===== src/rtl/pwm_pkg.sv =====
package pwm_pkg;

  // Counter stepping modes as seen in control bits 1:0
  typedef enum logic [1:0] {
    MODE_HOLD   = 2'd0,
    MODE_UP     = 2'd1,
    MODE_DOWN   = 2'd2,
    MODE_UPDOWN = 2'd3
  } cnt_mode_e;

  // Output action codes
  typedef enum logic [1:0] {
    ACT_KEEP = 2'd0,
    ACT_LOW  = 2'd1,
    ACT_HIGH = 2'd2,
    ACT_FLIP = 2'd3
  } act_e;

  // Events by code: zero=0, period=1, cmpa=2, cmpb=3 (struct packs msb first)
  typedef struct packed {
    logic cmpb;
    logic cmpa;
    logic period;
    logic zero;
  } events_t;

  localparam int N_EVT    = 4;
  localparam int ACT_BITS = 2;
  localparam int TBL_W    = N_EVT * 2 * ACT_BITS;

  // Register addresses
  localparam int REG_CTRL  = 0;
  localparam int REG_PRE   = 1;
  localparam int REG_PER   = 2;
  localparam int REG_CMPA  = 3;
  localparam int REG_CMPB  = 4;
  localparam int REG_PHASE = 5;
  localparam int REG_TBL_A = 6;
  localparam int REG_TBL_B = 7;

  // Highest-priority non-keep action among the events present this tick.
  // Walks events from lowest code upward so later (higher priority) wins.
  function automatic act_e pick_action(input logic [TBL_W-1:0] tbl,
                                       input logic down,
                                       input events_t ev);
    logic [N_EVT-1:0] hit;
    act_e cand;
    act_e sel;
    hit = ev;
    sel = ACT_KEEP;
    for (int e = 0; e < N_EVT; e++) begin
      cand = act_e'(tbl[e*2*ACT_BITS + (down ? ACT_BITS : 0) +: ACT_BITS]);
      if (hit[e] && cand != ACT_KEEP) sel = cand;
    end
    return sel;
  endfunction

  function automatic logic apply_action(input logic lvl, input act_e a);
    case (a)
      ACT_LOW:  return 1'b0;
      ACT_HIGH: return 1'b1;
      ACT_FLIP: return ~lvl;
      default:  return lvl;
    endcase
  endfunction

endpackage


===== src/rtl/pwm_regs.sv =====
module pwm_regs
  import pwm_pkg::*;
#(
  parameter int CNT_W  = 16,
  parameter int PS_W   = 8,
  parameter int DATA_W = 16,
  parameter int ADDR_W = 3
) (
  input  logic              clk,
  input  logic              rst_n,
  input  logic              wr_en,
  input  logic [ADDR_W-1:0] wr_addr,
  input  logic [DATA_W-1:0] wr_data,
  input  logic              load_act,
  output cnt_mode_e         mode,
  output logic              run_en,
  output logic              sync_en,
  output logic [PS_W-1:0]   prescale,
  output logic [CNT_W-1:0]  phase,
  output logic [CNT_W-1:0]  period_act,
  output logic [CNT_W-1:0]  cmpa_act,
  output logic [CNT_W-1:0]  cmpb_act,
  output logic [TBL_W-1:0]  tbl_a,
  output logic [TBL_W-1:0]  tbl_b
);

  logic [CNT_W-1:0] period_sh, cmpa_sh, cmpb_sh;

  // Programmed registers and shadows
  always_ff @(posedge clk or negedge rst_n) begin
    if (!rst_n) begin
      mode      <= MODE_HOLD;
      run_en    <= 1'b0;
      sync_en   <= 1'b0;
      prescale  <= '0;
      phase     <= '0;
      period_sh <= '0;
      cmpa_sh   <= '0;
      cmpb_sh   <= '0;
      tbl_a     <= '0;
      tbl_b     <= '0;
    end else if (wr_en) begin
      case (int'(wr_addr))
        REG_CTRL: begin
          mode    <= cnt_mode_e'(wr_data[1:0]);
          run_en  <= wr_data[2];
          sync_en <= wr_data[3];
        end
        REG_PRE:   prescale  <= wr_data[PS_W-1:0];
        REG_PER:   period_sh <= wr_data[CNT_W-1:0];
        REG_CMPA:  cmpa_sh   <= wr_data[CNT_W-1:0];
        REG_CMPB:  cmpb_sh   <= wr_data[CNT_W-1:0];
        REG_PHASE: phase     <= wr_data[CNT_W-1:0];
        REG_TBL_A: tbl_a     <= wr_data[TBL_W-1:0];
        REG_TBL_B: tbl_b     <= wr_data[TBL_W-1:0];
        default: ;
      endcase
    end
  end

  // Active copies seen by the comparators
  always_ff @(posedge clk or negedge rst_n) begin
    if (!rst_n) begin
      period_act <= '0;
      cmpa_act   <= '0;
      cmpb_act   <= '0;
    end else if (load_act) begin
      period_act <= period_sh;
      cmpa_act   <= cmpa_sh;
      cmpb_act   <= cmpb_sh;
    end
  end

endmodule


===== src/rtl/pwm_tick_gen.sv =====
module pwm_tick_gen #(
  parameter int PS_W = 8
) (
  input  logic            clk,
  input  logic            rst_n,
  input  logic            running,
  input  logic            restart,
  input  logic [PS_W-1:0] prescale,
  output logic            tick
);

  logic [PS_W-1:0] div_q;

  assign tick = running && (div_q >= prescale);

  always_ff @(posedge clk or negedge rst_n) begin
    if (!rst_n)                div_q <= '0;
    else if (!running || restart) div_q <= '0;
    else if (tick)             div_q <= '0;
    else                       div_q <= div_q + 1'b1;
  end

endmodule


===== src/rtl/pwm_timebase.sv =====
module pwm_timebase
  import pwm_pkg::*;
#(
  parameter int CNT_W = 16
) (
  input  logic             clk,
  input  logic             rst_n,
  input  logic             step,
  input  logic             sync_hit,
  input  cnt_mode_e        mode,
  input  logic [CNT_W-1:0] phase,
  input  logic [CNT_W-1:0] period,
  input  logic [CNT_W-1:0] cmpa,
  input  logic [CNT_W-1:0] cmpb,
  output logic [CNT_W-1:0] cnt,
  output logic             cnt_down,
  output events_t          ev
);

  logic             dir_q;
  logic [CNT_W:0]   nxt;

  // Returns {direction_down, next_count} for one timer tick
  function automatic logic [CNT_W:0] advance(input cnt_mode_e m,
                                             input logic dn,
                                             input logic [CNT_W-1:0] c,
                                             input logic [CNT_W-1:0] top);
    logic             d;
    logic [CNT_W-1:0] n;
    d = dn;
    n = c;
    case (m)
      MODE_UP:   n = (c >= top) ? '0 : c + 1'b1;
      MODE_DOWN: n = (c == '0) ? top : c - 1'b1;
      MODE_UPDOWN: begin
        if (!dn) begin
          if (c >= top) begin
            d = 1'b1;
            n = (c == '0) ? '0 : c - 1'b1;
          end else begin
            n = c + 1'b1;
          end
        end else begin
          if (c == '0) begin
            d = 1'b0;
            n = (top == '0) ? '0 : {{(CNT_W-1){1'b0}}, 1'b1};
          end else begin
            n = c - 1'b1;
          end
        end
      end
      default: ;
    endcase
    return {d, n};
  endfunction

  assign cnt_down = (mode == MODE_DOWN) || (mode == MODE_UPDOWN && dir_q);
  assign nxt      = advance(mode, dir_q, cnt, period);

  assign ev.zero   = (cnt == '0);
  assign ev.period = (cnt == period);
  assign ev.cmpa   = (cnt == cmpa);
  assign ev.cmpb   = (cnt == cmpb);

  always_ff @(posedge clk or negedge rst_n) begin
    if (!rst_n) begin
      cnt   <= '0;
      dir_q <= 1'b0;
    end else if (sync_hit) begin
      cnt <= phase;
    end else if (step) begin
      cnt <= nxt[CNT_W-1:0];
      if (mode == MODE_UPDOWN) dir_q <= nxt[CNT_W];
    end
  end

endmodule


===== src/rtl/pwm_out_gen.sv =====
module pwm_out_gen
  import pwm_pkg::*;
(
  input  logic             clk,
  input  logic             rst_n,
  input  logic             step,
  input  logic             down,
  input  events_t          ev,
  input  logic [TBL_W-1:0] tbl,
  output logic             lvl
);

  act_e act;

  assign act = pick_action(tbl, down, ev);

  always_ff @(posedge clk or negedge rst_n) begin
    if (!rst_n)    lvl <= 1'b0;
    else if (step) lvl <= apply_action(lvl, act);
  end

endmodule


===== src/rtl/pwm_action_gen.sv =====
module pwm_action_gen
  import pwm_pkg::*;
#(
  parameter int CNT_W  = 16,
  parameter int PS_W   = 8,
  parameter int DATA_W = 16,
  parameter int ADDR_W = 3
) (
  input  logic              clk,
  input  logic              rst_n,
  input  logic              wr_en,
  input  logic [ADDR_W-1:0] wr_addr,
  input  logic [DATA_W-1:0] wr_data,
  input  logic              sync_in,
  output logic              pwm_a,
  output logic              pwm_b
);

  localparam int N_OUT = 2;

  cnt_mode_e        mode;
  logic             run_en, sync_en;
  logic [PS_W-1:0]  prescale;
  logic [CNT_W-1:0] phase, period_act, cmpa_act, cmpb_act, cnt;
  logic [TBL_W-1:0] tbl [N_OUT];
  logic [N_OUT-1:0] lvl;
  events_t          ev;

  // Named internal events
  logic running, sync_hit, tick, step, load_act, cnt_down;

  assign running  = run_en && (mode != MODE_HOLD);
  assign sync_hit = sync_in && sync_en;
  assign step     = tick && !sync_hit;
  assign load_act = !running || (step && ev.zero);

  pwm_regs #(
    .CNT_W(CNT_W), .PS_W(PS_W), .DATA_W(DATA_W), .ADDR_W(ADDR_W)
  ) u_regs (
    .clk(clk), .rst_n(rst_n),
    .wr_en(wr_en), .wr_addr(wr_addr), .wr_data(wr_data),
    .load_act(load_act),
    .mode(mode), .run_en(run_en), .sync_en(sync_en),
    .prescale(prescale), .phase(phase),
    .period_act(period_act), .cmpa_act(cmpa_act), .cmpb_act(cmpb_act),
    .tbl_a(tbl[0]), .tbl_b(tbl[1])
  );

  pwm_tick_gen #(.PS_W(PS_W)) u_tick (
    .clk(clk), .rst_n(rst_n),
    .running(running), .restart(sync_hit),
    .prescale(prescale), .tick(tick)
  );

  pwm_timebase #(.CNT_W(CNT_W)) u_base (
    .clk(clk), .rst_n(rst_n),
    .step(step), .sync_hit(sync_hit), .mode(mode),
    .phase(phase), .period(period_act), .cmpa(cmpa_act), .cmpb(cmpb_act),
    .cnt(cnt), .cnt_down(cnt_down), .ev(ev)
  );

  for (genvar i = 0; i < N_OUT; i++) begin : g_out
    pwm_out_gen u_gen (
      .clk(clk), .rst_n(rst_n),
      .step(step), .down(cnt_down), .ev(ev),
      .tbl(tbl[i]), .lvl(lvl[i])
    );
  end

  assign pwm_a = lvl[0];
  assign pwm_b = lvl[1];

endmodule


===== config.mk =====
export PLATFORM = sky130hd
export DESIGN_NAME = pwm_action_gen
export DESIGN_NICKNAME = d
export VERILOG_FILES = /design/src/rtl/pwm_pkg.sv /design/src/rtl/pwm_regs.sv /design/src/rtl/pwm_tick_gen.sv /design/src/rtl/pwm_timebase.sv /design/src/rtl/pwm_out_gen.sv /design/src/rtl/pwm_action_gen.sv
export SDC_FILE = /design/constraint.sdc
export NUM_CORES = 1
export LEC_CHECK = 0
export BUFFER_PORTS_ARGS = -buffer_cell sky130_fd_sc_hd__buf_2
export CAP_MARGIN = 20
export CELL_PAD_IN_SITES_DETAIL_PLACEMENT = 1
export CELL_PAD_IN_SITES_GLOBAL_PLACEMENT = 1
export CORE_ASPECT_RATIO = 1.5
export CORE_UTILIZATION = 55
export CTS_CLUSTER_DIAMETER = 150
export DETAILED_ROUTE_END_ITERATION = 16
export HOLD_SLACK_MARGIN = 0.08
export PLACE_DENSITY_LB_ADDON = 0.1
export SLEW_MARGIN = 20
export SYNTH_ARGS = -nofsm -noshare
export SYNTH_HDL_FRONTEND = slang
export SYNTH_SLANG_ARGS = --single-unit

===== constraint.sdc =====
create_clock -name clk -period 5.3 [get_ports clk]
set_input_delay 1.06 -clock clk [delete_from_list [all_inputs] [get_ports clk]]
set_output_delay 1.06 -clock clk [all_outputs]
set_load 0.005 [all_outputs]

Word level (Yosys, flattened, before mapping). Index checks and enable logic that the tools add are counted. Widths: inputs -> output; s select.

Word-level logic and storage cells: 129. Flip-flop bits (word level): 183. Bits of input ports: 23. Output and inout port bits: 2.

Reductions and logical operators: 47. Magnitude comparators: 2. Equality and inequality tests: 19. Add/sub/neg operators: 6. Muxes and demuxes: 26. Bitwise logic cells: 3. Shift operators: 8.

Operator list (number): $shiftx 16x32->2 (7); $mux 16 (8); $add 5x32->32 const A (2); $eq 16x16->1 (3); $pmux 16 s3 (1); $add 4x32->32 const A (1); $logic_not 16->1 (2); $reduce_and 2->1 (11); $reduce_bool 2->1 (10); $mux 2 (9); $add 16x1->16 const B (1); $ge 16x16->1 (1); $mux 8 (2); $shiftx 16x3->2 (1); $sub 16x1->16 const B (1); $logic_and 1x1->1 (14); $eq 2x2->1 const B (6); $eq 3x3->1 const B (4); $add 8x1->8 const B (1); $ge 8x8->1 (1); $eq 2x1->1 const B (3); $eq 3x2->1 const B (2); $pmux 1 s3 (2); $reduce_bool 3->1 (2); other kinds (8) (16).

Longest topological paths before layout. Gate-level depths: netlist of the first run.

Depth in word-level cells: 14. Gate-level depth with buffers: 13. Gate-level depth less buffers: 9.

By module. Synthesis of the first run repeated with hierarchy kept, for this count alone.

Cell total of the unflattened synthesis: 823. Area total of the unflattened synthesis: 9874.5 µm².

Modules (own cells, without submodules): pwm_regs (cells each 338, area each 6030.8 µm², sequential area each 3903.7 µm², instances 1); pwm_timebase (cells each 353, area each 2703.8 µm², sequential area each 425.4 µm², instances 1); pwm_tick_gen (cells each 61, area each 569.3 µm², sequential area each 200.2 µm², instances 1); pwm_out_gen (cells each 33, area each 266.5 µm², sequential area each 25.0 µm², instances 2); pwm_action_gen (cells each 5, area each 37.5 µm², sequential area each 0.0 µm², instances 1).

Least setup slack after synthesis of the first run. Ideal clock, no wire load.

Path type: input to register. Start point: input port wr_addr[0]. End point: register u_regs.period_sh[10]. Cell stages on the path: 5. Setup time: 0.125 ns. Buffers on the path: 2. Data required time: 5.175 ns. Setup slack: 2.557 ns. Arrival time: 2.618 ns. Path through: clkbuf_1 nand2b_1 nor3b_1 buf_2 mux2_2.

Cells in the longest elaborated chain, start to end: 2.

Ends and longest elaborated chain: start, declared (line pwm_action_gen.sv:12) `input logic [ADDR_W-1:0] wr_addr,`; $eq 3x2->1 (line pwm_regs.sv:43) `case (int'(wr_addr))`; $reduce_and 2->1 (no source line); end signal, assigned (line pwm_regs.sv:50) `REG_PER: period_sh <= wr_data[CNT_W-1:0];`; end, declared (line pwm_regs.sv:27) `logic [CNT_W-1:0] period_sh, cmpa_sh, cmpb_sh;`.

No other way between the ends. A chain may end at the register's enable or synchronous reset.

Final worst setup path of the first run.
Start point: register u_base.cnt[13]. End point: register u_base.cnt[11].

Cells in the longest elaborated chain, start to end: 7. Elaborated cells between the ends (all ways): 11. Classes of those cells: order compare: 1; mux: 9; reduce/logical: 1.

Ends and longest elaborated chain: start, declared (line pwm_timebase.sv:15) `output logic [CNT_W-1:0] cnt,`; start signal, assigned (line pwm_timebase.sv:70) `cnt <= phase;`; start signal, assigned (line pwm_timebase.sv:72) `cnt <= nxt[CNT_W-1:0];`; branches (longest 4 deep; another with $ge 16x16->1); $pmux 16 s3 (*) (line pwm_timebase.sv:32) `case (m)`; $mux 16 (*) (line pwm_timebase.sv:71) `end else if (step) begin`; $mux 16 (*) (line pwm_timebase.sv:69) `end else if (sync_hit) begin`.

Mark *: on every way between the ends. The select of a mux whose other input is x is not followed.

==> results_tabular.tex, run 1 <==
\begin{tabular}{lr}
\hline
Metric & Value \\
\hline
\multicolumn{2}{l}{\textbf{Outcome}} \\
\quad Status & completed \\
\multicolumn{2}{l}{\textbf{Detailed routing}} \\
\quad Total via count after detailed routing & 7119 \\
\quad DRT iter0 DRCs & roughly 400 \\
\quad Initial DRT Pass Iterations & 5 \\
\quad Via density per instance & 6.46 \\
\quad Remaining number of nets flagged by the antenna check after routing & 0 \\
\quad Routed Wire Length & 29100 um \\
\quad Wire per inst & 26.4 um \\
\quad Number of design rule violations left after detail routing & 0 \\
\multicolumn{2}{l}{\textbf{Timing}} \\
\quad Maximum frequency from static timing analysis & $\sim$270 MHz \\
\quad Post-Route Setup TNS & 0 ns \\
\quad RSZ-0062 raised after global routing & no \\
\quad Measured slew at the worst slew-check pin & about 1.1 ns \\
\quad Fin. Hold Viols & 0 \\
\quad Number of max-slew violations in the final report & 0 \\
\quad Clock skew after layout & 0.0113 ns \\
\quad Final Cycle Share & 71.0\% \\
\quad Max\_slew headroom & 27.9\% \\
\quad Time the final worst path needs with I/O delays and setup & 3.77 ns \\
\quad Final setup violation count & 0 \\
\multicolumn{2}{l}{\textbf{Place}} \\
\quad DP Wirelength & 20400 um \\
\quad Weighted congestion at the end of routability-driven global placement & 0.941 \\
\quad I/O Buffers & 24 \\
\multicolumn{2}{l}{\textbf{Pwr}} \\
\quad Peak VDD IR & between 0.2 and 0.3 mV \\
\quad Static leakage & $\sim$4.6 nW \\
\quad Pwr per Cell Area & 505 nW/um\^{}2 \\
\multicolumn{2}{l}{\textbf{Global routing}} \\
\quad Number of global-route vias before repair & 7944 \\
\quad Maximum number of pins on one net before global-route repair & 106 \\
\quad GR Util All Layers & 33.2\% \\
\quad Remaining Overflow, GRT & 0 \\
\quad First-pass GRT wire length & 45500 um \\
\quad Initial antenna violation count & 0 \\
\multicolumn{2}{l}{\textbf{Flow run}} \\
\quad Number of max-cap violations & 0 \\
\multicolumn{2}{l}{\textbf{Clock network}} \\
\quad Clock-pin slew on the worst setup and hold paths & 0.08 ns \\
\quad Number of buffers created by CTS & 17 \\
\quad Clock network latency to the later pin of the worst-skew pair & 0.44 ns \\
\quad Number of buffers added to fix hold violations after cts & 0 \\
\quad Clk buf depth & 2 \\
\quad H-tree depth & 4 \\
\quad Resize count post-CTS & 0 \\
\quad Sink Count & 183 \\
\quad CTS tree & built \\
\quad Clock root buffer master & sky130\_fd\_sc\_hd\_\_clkbuf\_16 \\
\quad Post-CTS Repair Setup Buffers & 0 \\
\multicolumn{2}{l}{\textbf{Synthesis}} \\
\quad Syn\_area\_per\_cell & 11.3 um\^{}2 \\
\quad Most common cell in the synthesized netlist & sky130\_fd\_sc\_hd\_\_dfrtp\_1 \\
\quad Share of the synthesized netlist area taken by xor and xnor gates & 5.48\% \\
\quad Simple-gate share of the synthesized area & 11.0\% \\
\quad Multiplexer area fraction after synthesis & 19.0\% \\
\quad EDFF count, synth & 0 \\
\quad Top post-synthesis cells by count & 183 x sky130\_fd\_sc\_hd\_\_dfrtp\_1, 128 x sky130\_fd\_sc\_hd\_\_mux2\_2, 60 x sky130\_fd\_sc\_hd\_\_nand2\_1 \\
\quad Synth unique cells & 60 \\
\quad Warning count from the yosys run & 0 \\
\quad Combinational family with the most area after synthesis & multiplexers \\
\quad Number of cells produced by synthesis & 864 \\
\quad Sequential share of the synthesized area & 47.0\% \\
\quad Largest area contributor in the netlist & sky130\_fd\_sc\_hd\_\_dfrtp\_1 \\
\quad Most area-consuming cells after synthesis & sky130\_fd\_sc\_hd\_\_dfrtp\_1 47\%, sky130\_fd\_sc\_hd\_\_mux2\_2 15\%, sky130\_fd\_sc\_hd\_\_xor2\_1 3.9\%, sky130\_fd\_sc\_hd\_\_ha\_1 3.8\%, sky130\_fd\_sc\_hd\_\_mux2\_4 3.1\% \\
\quad Area of the mapped netlist & 9750 um\^{}2 \\
\quad Most used flip-flop cell after synthesis & sky130\_fd\_sc\_hd\_\_dfrtp\_1 \\
\quad Ys async rst share & between 90\% and 100\% \\
\quad Synthesized netlist net count & 917 \\
\quad Synth top area share & 47.0\% \\
\quad Fraction of the mapped netlist area in compound gates & 9.72\% \\
\quad Flip-flop and latch count after synthesis & 183 \\
\quad Adder-cell area share of the yosys netlist & under 10\% \\
\multicolumn{2}{l}{\textbf{Worst setup path}} \\
\quad Critical Path Start Type & flop \\
\quad Largest stage delay, worst path & 0.78 ns \\
\quad Worst path slowest cell & sky130\_fd\_sc\_hd\_\_o21ai\_1 \\
\quad Crit path kind & reg2reg \\
\quad Required time at the worst-slack endpoint & 5.67 ns \\
\quad CP Max Fanout & 19 \\
\quad Worst endpoint data arrival time & approximately 4.1 ns \\
\quad Series of cell instances along the critical path & ha\_1, nand4\_1, nor4\_4, a211oi\_1, nand4b\_2, o21ai\_1, a221oi\_1, a21oi\_1 \\
\quad Crit path capture type & flop \\
\multicolumn{2}{l}{\textbf{Die}} \\
\quad Die H & approximately 170 um \\
\quad Die footprint & 18300 um\^{}2 \\
\quad Number of primary I/O pins & 25 \\
\quad Placeable core area & between 15000 and 20000 um\^{}2 \\
\quad Die X-Extent & $\sim$110 um \\
\quad Initial core utilization & 56.2\% \\
\quad Count of standard-cell rows & between 50 and 60 \\
\multicolumn{2}{l}{\textbf{Finish}} \\
\quad Fraction of final layout cells with drive strength greater than 1 & between 20\% and 30\% \\
\quad Area Growth Syn to Fin & 9.10\% \\
\quad Filler cells & 1779 \\
\quad Fin nets & 929 \\
\quad Final core utilization & 61.3\% \\
\quad Total inserted antenna cells & 0 \\
\multicolumn{2}{l}{\textbf{Worst hold path}} \\
\quad Hold WC Path Type & reg2reg \\
\hline
\end{tabular}
[logic make-up (layout without fill, tap and decap cells)]
| family | after synthesis | in the layout |
|---|---|---|
| DFF | 183 | 183 |
| muxes | 159 | 159 |
| adders and majority gates | 30 | 30 |
| buffers and inverters | 88 | 113 |
| and+or+nand+nor | 200 | 200 |
| AOI/OAI and AO/OA | 143 | 143 |
| xor gates and xnor gates | 61 | 61 |
[cells in the final DEF, fill, tap and decap left out, types with 4 or more instances in the layout]
cell	synthesis	layout
sky130_fd_sc_hd__dfrtp_1	183	183
sky130_fd_sc_hd__mux2_2	128	128
sky130_fd_sc_hd__nand2_1	60	60
sky130_fd_sc_hd__xor2_1	43	43
sky130_fd_sc_hd__inv_1	40	40
sky130_fd_sc_hd__nor2_1	37	37
sky130_fd_sc_hd__ha_1	30	30
sky130_fd_sc_hd__a21oi_1	27	27
sky130_fd_sc_hd__o21ai_0	28	27
sky130_fd_sc_hd__buf_2	17	23
sky130_fd_sc_hd__mux2_4	20	20
sky130_fd_sc_hd__xnor2_1	18	18
sky130_fd_sc_hd__clkbuf_16	0	17
sky130_fd_sc_hd__nand3_1	16	16
sky130_fd_sc_hd__nand4_1	15	15
sky130_fd_sc_hd__nor3_1	15	15
sky130_fd_sc_hd__a31oi_1	15	15
sky130_fd_sc_hd__buf_4	1	15
sky130_fd_sc_hd__a211oi_1	12	12
sky130_fd_sc_hd__o22ai_1	12	12
sky130_fd_sc_hd__mux2i_1	11	11
sky130_fd_sc_hd__nor4_1	11	11
sky130_fd_sc_hd__nand2b_1	9	9
sky130_fd_sc_hd__o211ai_1	8	8
sky130_fd_sc_hd__and3_1	5	5
sky130_fd_sc_hd__or3_1	5	5
sky130_fd_sc_hd__o221ai_1	5	5
sky130_fd_sc_hd__a211o_1	4	4
sky130_fd_sc_hd__nor4_4	4	4
sky130_fd_sc_hd__a21o_1	4	4
sky130_fd_sc_hd__nand3b_1	4	4
sky130_fd_sc_hd__inv_6	0	4
[state kept, by name (all words and copies together), names as in the netlist]
| name | cells |
|---|---|
| u_regs.mode | 2 |
| u_regs.period_sh | 16 |
| u_base.cnt | 16 |
| u_regs.sync_en | 1 |
| u_base.dir_q | 1 |
| u_regs.prescale | 8 |
| u_regs.cmpa_sh | 16 |
| u_regs.tbl_b | 16 |
| u_regs.period_act | 16 |
| g_out.u_gen.lvl | 2 |
| u_regs.cmpa_act | 16 |
| u_tick.div_q | 8 |
| u_regs.cmpb_act | 16 |
| u_regs.tbl_a | 16 |
| u_regs.phase | 16 |
| u_regs.run_en | 1 |
| u_regs.cmpb_sh | 16 |
[layer usage]
metal  vias to the layer above  wire length (um)  track usage [%]
met2                       193             15300             60.2
met3                        94               879             4.42
met4                         0              1390             18.3
met5                         -                 0                0
li1                       3137                 -                -
met1                      3695             11500             37.8
[power breakdown]
part	switching (mW)	total, mW	internal (mW)
Combinational	1.02	1.84	0.818
Clock	0.638	1.27	0.630
Sequential	0.492	2.26	1.77
Total	2.15	5.37	3.22
[critical path: cells and delay by family (launching register included)]
family	cells	cell delay, ns
compound gates	4	1.62
simple gates	3	0.94
fa+ha+maj	1	0.38
flops	1	0.74
[worst paths after layout]
kind,from,endpoint,slack [ns],depth (start not counted)
worst max register to register,u_base.cnt[13],u_base.cnt[11],1.53,8
worst max-delay path,u_base.cnt[13],u_base.cnt[11],1.53,8
min in group asynchronous,rst_n,u_regs.mode[0],0.74,1
worst min register to register,u_regs.cmpb_sh[9],u_regs.cmpb_act[9],0.51,1
max in group asynchronous,rst_n,u_regs.cmpb_sh[6],3.39,2
worst min-delay path,u_regs.cmpb_sh[9],u_regs.cmpb_act[9],0.51,1
[metrics by stage]
stage	std cells	hold slack (ns)	setup WS, ns	power, mW	cell area (um^2)
5_1_grt	1102	0.515	1.30	5.62	10600
3_3_place_gp	1068	0.482	1.69	3.93	10000
3_5_place_dp	1070	0.491	1.63	4.07	10100
6_report	1102	0.508	1.53	5.37	10600
2_1_floorplan	864	0.467	2.56	3.45	9750
4_1_cts	1102	0.508	1.62	5.37	10600
[area by class of cell]
type	count	area (um^2)	share of cell area, %
clock buffers	17	425	4.00
clock inverters	15	159	1.49
inverters	40	150	1.41
multi-input cells	593	4800	45.1
flip-flops and latches	183	4580	43.0
well taps	213	267	2.50
repair buffers	41	262	2.46
(Power assumes the default switching activity.)
==> inputs of run 2 (changes only) <==
- CORE_UTILIZATION: 55 -> 51
- clock period: 5.3 -> 3.5 ns (I/O delays scaled with it)
==> run 2 against run 1 <==
Die area up 7.7%. Critical endpoint is now u_base.cnt[13]. Design area increased by 2.6%. Largest cell class unchanged. Largest power group is now combinational logic. Via count shrank 0.74%. Fmax is 19% higher.
==> results_tabular.tex, run 2 (synthesis gave the netlist of run 1 again) <==
\begin{tabular}{lr}
\hline
Metric & Value \\
\hline
\multicolumn{2}{l}{\textbf{Outcome}} \\
\quad Status & completed \\
\multicolumn{2}{l}{\textbf{Pwr}} \\
\quad Pwr per Cell Area & 761 nW/um\^{}2 (+51\%) \\
\quad Switching component of the power & 3.13 mW (+45\%) \\
\quad Sequential Power Share & 37.8\% (-4.3 points) \\
\quad Combinational share of power & 38.8\% (+4.5 points) \\
\quad Peak VDD IR & 0.475 mV (+68\%) \\
\quad Cell internal power dissipation & 5.17 mW (+61\%) \\
\quad Clock Power Share & 23.4\% (-0.2 points) \\
\quad Static leakage & 4.73 nW (+3.0\%) \\
\quad Switching share of total power & 37.7\% (-2.4 points) \\
\multicolumn{2}{l}{\textbf{Worst setup path}} \\
\quad Kind of cell adding the most delay to the critical path & simple AND/OR/NAND/NOR gates \\
\quad Worst path slowest cell & sky130\_fd\_sc\_hd\_\_nor4\_4 \\
\quad Internal reg-to-reg setup slack & 0.33 ns (-1.20 ns) \\
\quad Worst endpoint data arrival time & 3.54 ns (-0.60 ns) \\
\quad RR Startpoint & u\_regs.period\_act[11] \\
\quad Largest stage delay, worst path & 0.66 ns (-0.12 ns) \\
\quad Required time at the worst-slack endpoint & 3.87 ns (-1.80 ns) \\
\quad R2r endpoint & u\_base.cnt[13] \\
\quad Buf+Inv Stages, Crit Path & 2 (+2) \\
\quad Crit path kind & reg2reg \\
\quad Crit path capture type & flop \\
\quad Cell depth of the worst flop-to-flop path & 10 (+2) \\
\quad CP Max Fanout & 12 (-7) \\
\quad Critical Path Start Type & flop \\
\quad Series of cell instances along the critical path & inv\_1, ha\_1, nand4\_1, nor4\_4, a211oi\_1, nand4b\_2, buf\_4, nand3b\_1, a221o\_1, a21oi\_1 \\
\multicolumn{2}{l}{\textbf{Clock network}} \\
\quad Post-CTS Repair Setup Buffers & 0 (unchanged) \\
\quad CTS tree & built \\
\quad Clock root buffer master & sky130\_fd\_sc\_hd\_\_clkbuf\_16 \\
\quad H-tree depth & 4 (unchanged) \\
\quad Resize count post-CTS & 0 (unchanged) \\
\quad Clock-pin slew on the worst setup and hold paths & 0.07 ns (about the same) \\
\quad Clk buf depth & 2 (unchanged) \\
\quad Number of buffers created by CTS & 17 (unchanged) \\
\quad Clock network latency to the later pin of the worst-skew pair & 0.44 ns (about the same) \\
\quad Number of buffers added to fix hold violations after cts & 0 (unchanged) \\
\quad Sink Count & 183 (unchanged) \\
\multicolumn{2}{l}{\textbf{Die}} \\
\quad Die footprint & 19700 um\^{}2 (+7.7\%) \\
\quad Die X-Extent & 115 um (+3.8\%) \\
\quad Die H & 171 um (+3.8\%) \\
\quad Count of standard-cell rows & 61 (+3.4\%) \\
\quad Number of primary I/O pins & 25 (unchanged) \\
\quad Placeable core area & 18600 um\^{}2 (+7.3\%) \\
\quad Initial core utilization & 52.4\% (-3.8 points) \\
\multicolumn{2}{l}{\textbf{Global routing}} \\
\quad GR Util All Layers & 31.2\% (-2.0 points) \\
\quad Remaining Overflow, GRT & 0 (unchanged) \\
\quad Initial antenna violation count & 0 (unchanged) \\
\quad Maximum number of pins on one net before global-route repair & 112 (+5.7\%) \\
\quad First-pass GRT wire length & 44600 um (-1.8\%) \\
\quad Number of global-route vias before repair & 7851 (-1.2\%) \\
\multicolumn{2}{l}{\textbf{Detailed routing}} \\
\quad Routed Wire Length & 28100 um (-3.3\%) \\
\quad DRT iter0 DRCs & 332 (-16\%) \\
\quad Via density per instance & 6.07 (-6.1\%) \\
\quad Total via count after detailed routing & 7066 (-0.74\%) \\
\quad Number of design rule violations left after detail routing & 0 (unchanged) \\
\quad Initial DRT Pass Iterations & 5 (unchanged) \\
\quad Remaining number of nets flagged by the antenna check after routing & 0 (unchanged) \\
\quad Wire per inst & 24.1 um (-8.5\%) \\
\multicolumn{2}{l}{\textbf{Worst hold path}} \\
\quad Hold WC Path Type & in2async \\
\multicolumn{2}{l}{\textbf{Finish}} \\
\quad Final std cell area, no fill & 10900 um\^{}2 (+2.6\%) \\
\quad Filler cells & 1997 (+12\%) \\
\quad Total inserted antenna cells & 0 (unchanged) \\
\quad Commonest non-fill, non-tap cell in the layout & sky130\_fd\_sc\_hd\_\_dfrtp\_1 \\
\quad Fraction of final layout cells with drive strength greater than 1 & 28.5\% (+1.9 points) \\
\quad Fin nets & 953 (+2.6\%) \\
\quad Highest-count cells in the layout ignoring fill and taps & 183 x sky130\_fd\_sc\_hd\_\_dfrtp\_1, 128 x sky130\_fd\_sc\_hd\_\_mux2\_2, 60 x sky130\_fd\_sc\_hd\_\_nand2\_1, 43 x sky130\_fd\_sc\_hd\_\_xor2\_1, 40 x sky130\_fd\_sc\_hd\_\_inv\_1 \\
\quad Area Growth Syn to Fin & 11.9\% \\
\multicolumn{2}{l}{\textbf{Timing}} \\
\quad Number of max-slew violations in the final report & 0 (unchanged) \\
\quad Fin. Hold Viols & 0 (unchanged) \\
\quad Time the final worst path needs with I/O delays and setup & 3.17 ns (-0.598 ns) \\
\quad Measured slew at the worst slew-check pin & 1.03 ns (-0.0392 ns) \\
\quad Maximum frequency from static timing analysis & 316 MHz (+19\%) \\
\quad RSZ-0062 raised after global routing & no \\
\quad Final setup violation count & 0 (unchanged) \\
\quad Hold WS & 0.343 ns (-0.166 ns) \\
\quad Clock skew after layout & 0.00850 ns (-0.00277 ns) \\
\quad Max\_slew headroom & 30.6\% (+2.6 points) \\
\quad Final Cycle Share & 90.5\% (+19 points) \\
\quad Post-Route Setup TNS & 0 ns (unchanged) \\
\multicolumn{2}{l}{\textbf{Place}} \\
\quad I/O Buffers & 24 (unchanged) \\
\quad DP Wirelength & 20600 um (+1.2\%) \\
\quad Post-Place Cell Area & 10300 um\^{}2 (+2.6\%) \\
\quad Weighted congestion at the end of routability-driven global placement & 0.903 (-4.1\%) \\
\multicolumn{2}{l}{\textbf{Flow run}} \\
\quad Number of max-cap violations & 0 (unchanged) \\
\hline
\end{tabular}
## run 2: per-layer routing
layer	up-vias	part of all wire [%]	track usage, %	wire length [um]
li1	3175	-	-	-
met1	3663	39	35.3	10800
met2	153	54	55.7	15200
met3	75	2.7	5.00	765
met4	0	4.7	16.9	1330
met5	-	0	0	0
## run 2: worst max path at each step
stage / start / endpoint / slack, ns / cells past startpoint
6_report: u_regs.period_act[11] / u_base.cnt[13] / 0.33 / 10
5_1_grt: u_regs.period_act[11] / u_base.cnt[13] / 0.16 / 10
4_1_cts: u_regs.period_act[11] / u_base.cnt[13] / 0.35 / 10
3_5_place_dp: u_regs.period_act[11] / u_base.cnt[13] / 0.36 / 10
3_3_place_gp: u_tick.div_q[0] / u_base.cnt[10] / 0.52 / 9
2_1_floorplan: u_base.cnt[0] / u_base.cnt[7] / 0.84 / 9
## run 2: through the flow
| stage | utilization, % | setup WS, ns | cells | power [mW] |
|---|---|---|---|---|
| 2_1_floorplan | - | 0.840 | 864 | 5.23 |
| 3_3_place_gp | 55.4 | 0.515 | 1133 | 6.13 |
| 3_5_place_dp | 55.4 | 0.359 | 1133 | 6.33 |
| 4_1_cts | 58.6 | 0.352 | 1165 | 8.32 |
| 5_1_grt | 58.6 | 0.161 | 1165 | 8.74 |
| 6_report | 58.6 | 0.333 | 1165 | 8.31 |
## run 2: cell type report
cell class	count	area (um^2)	area share, %
Clock buffer	23	508	4.66
Sequential cell	183	4580	42.0
Inverter	40	150	1.38
Timing Repair Buffer	65	474	4.35
Tap cell	252	315	2.89
Clock inverter	9	86.3	0.791
Multi-Input combinational cell	593	4800	44.0
## run 2: power by group through the flow
stage                     Sequential, mW  Clock, mW  Combinational, mW
after floorplan                     3.01          0               2.22
after global placement              3.12          0               3.01
after detailed placement            3.17          0               3.16
after CTS                           3.14       1.97               3.21
after global routing                3.21       2.05               3.48
final                               3.14       1.95               3.22
## run 2: worst reg2reg max path, delay by kind of cell, from the launching register on
kind | cells | cell delay (ns)
compound gates | 3 | 0.70
fa+ha+maj | 1 | 0.32
buf+inv | 2 | 0.32
flops | 1 | 0.47
simple gates | 4 | 1.30
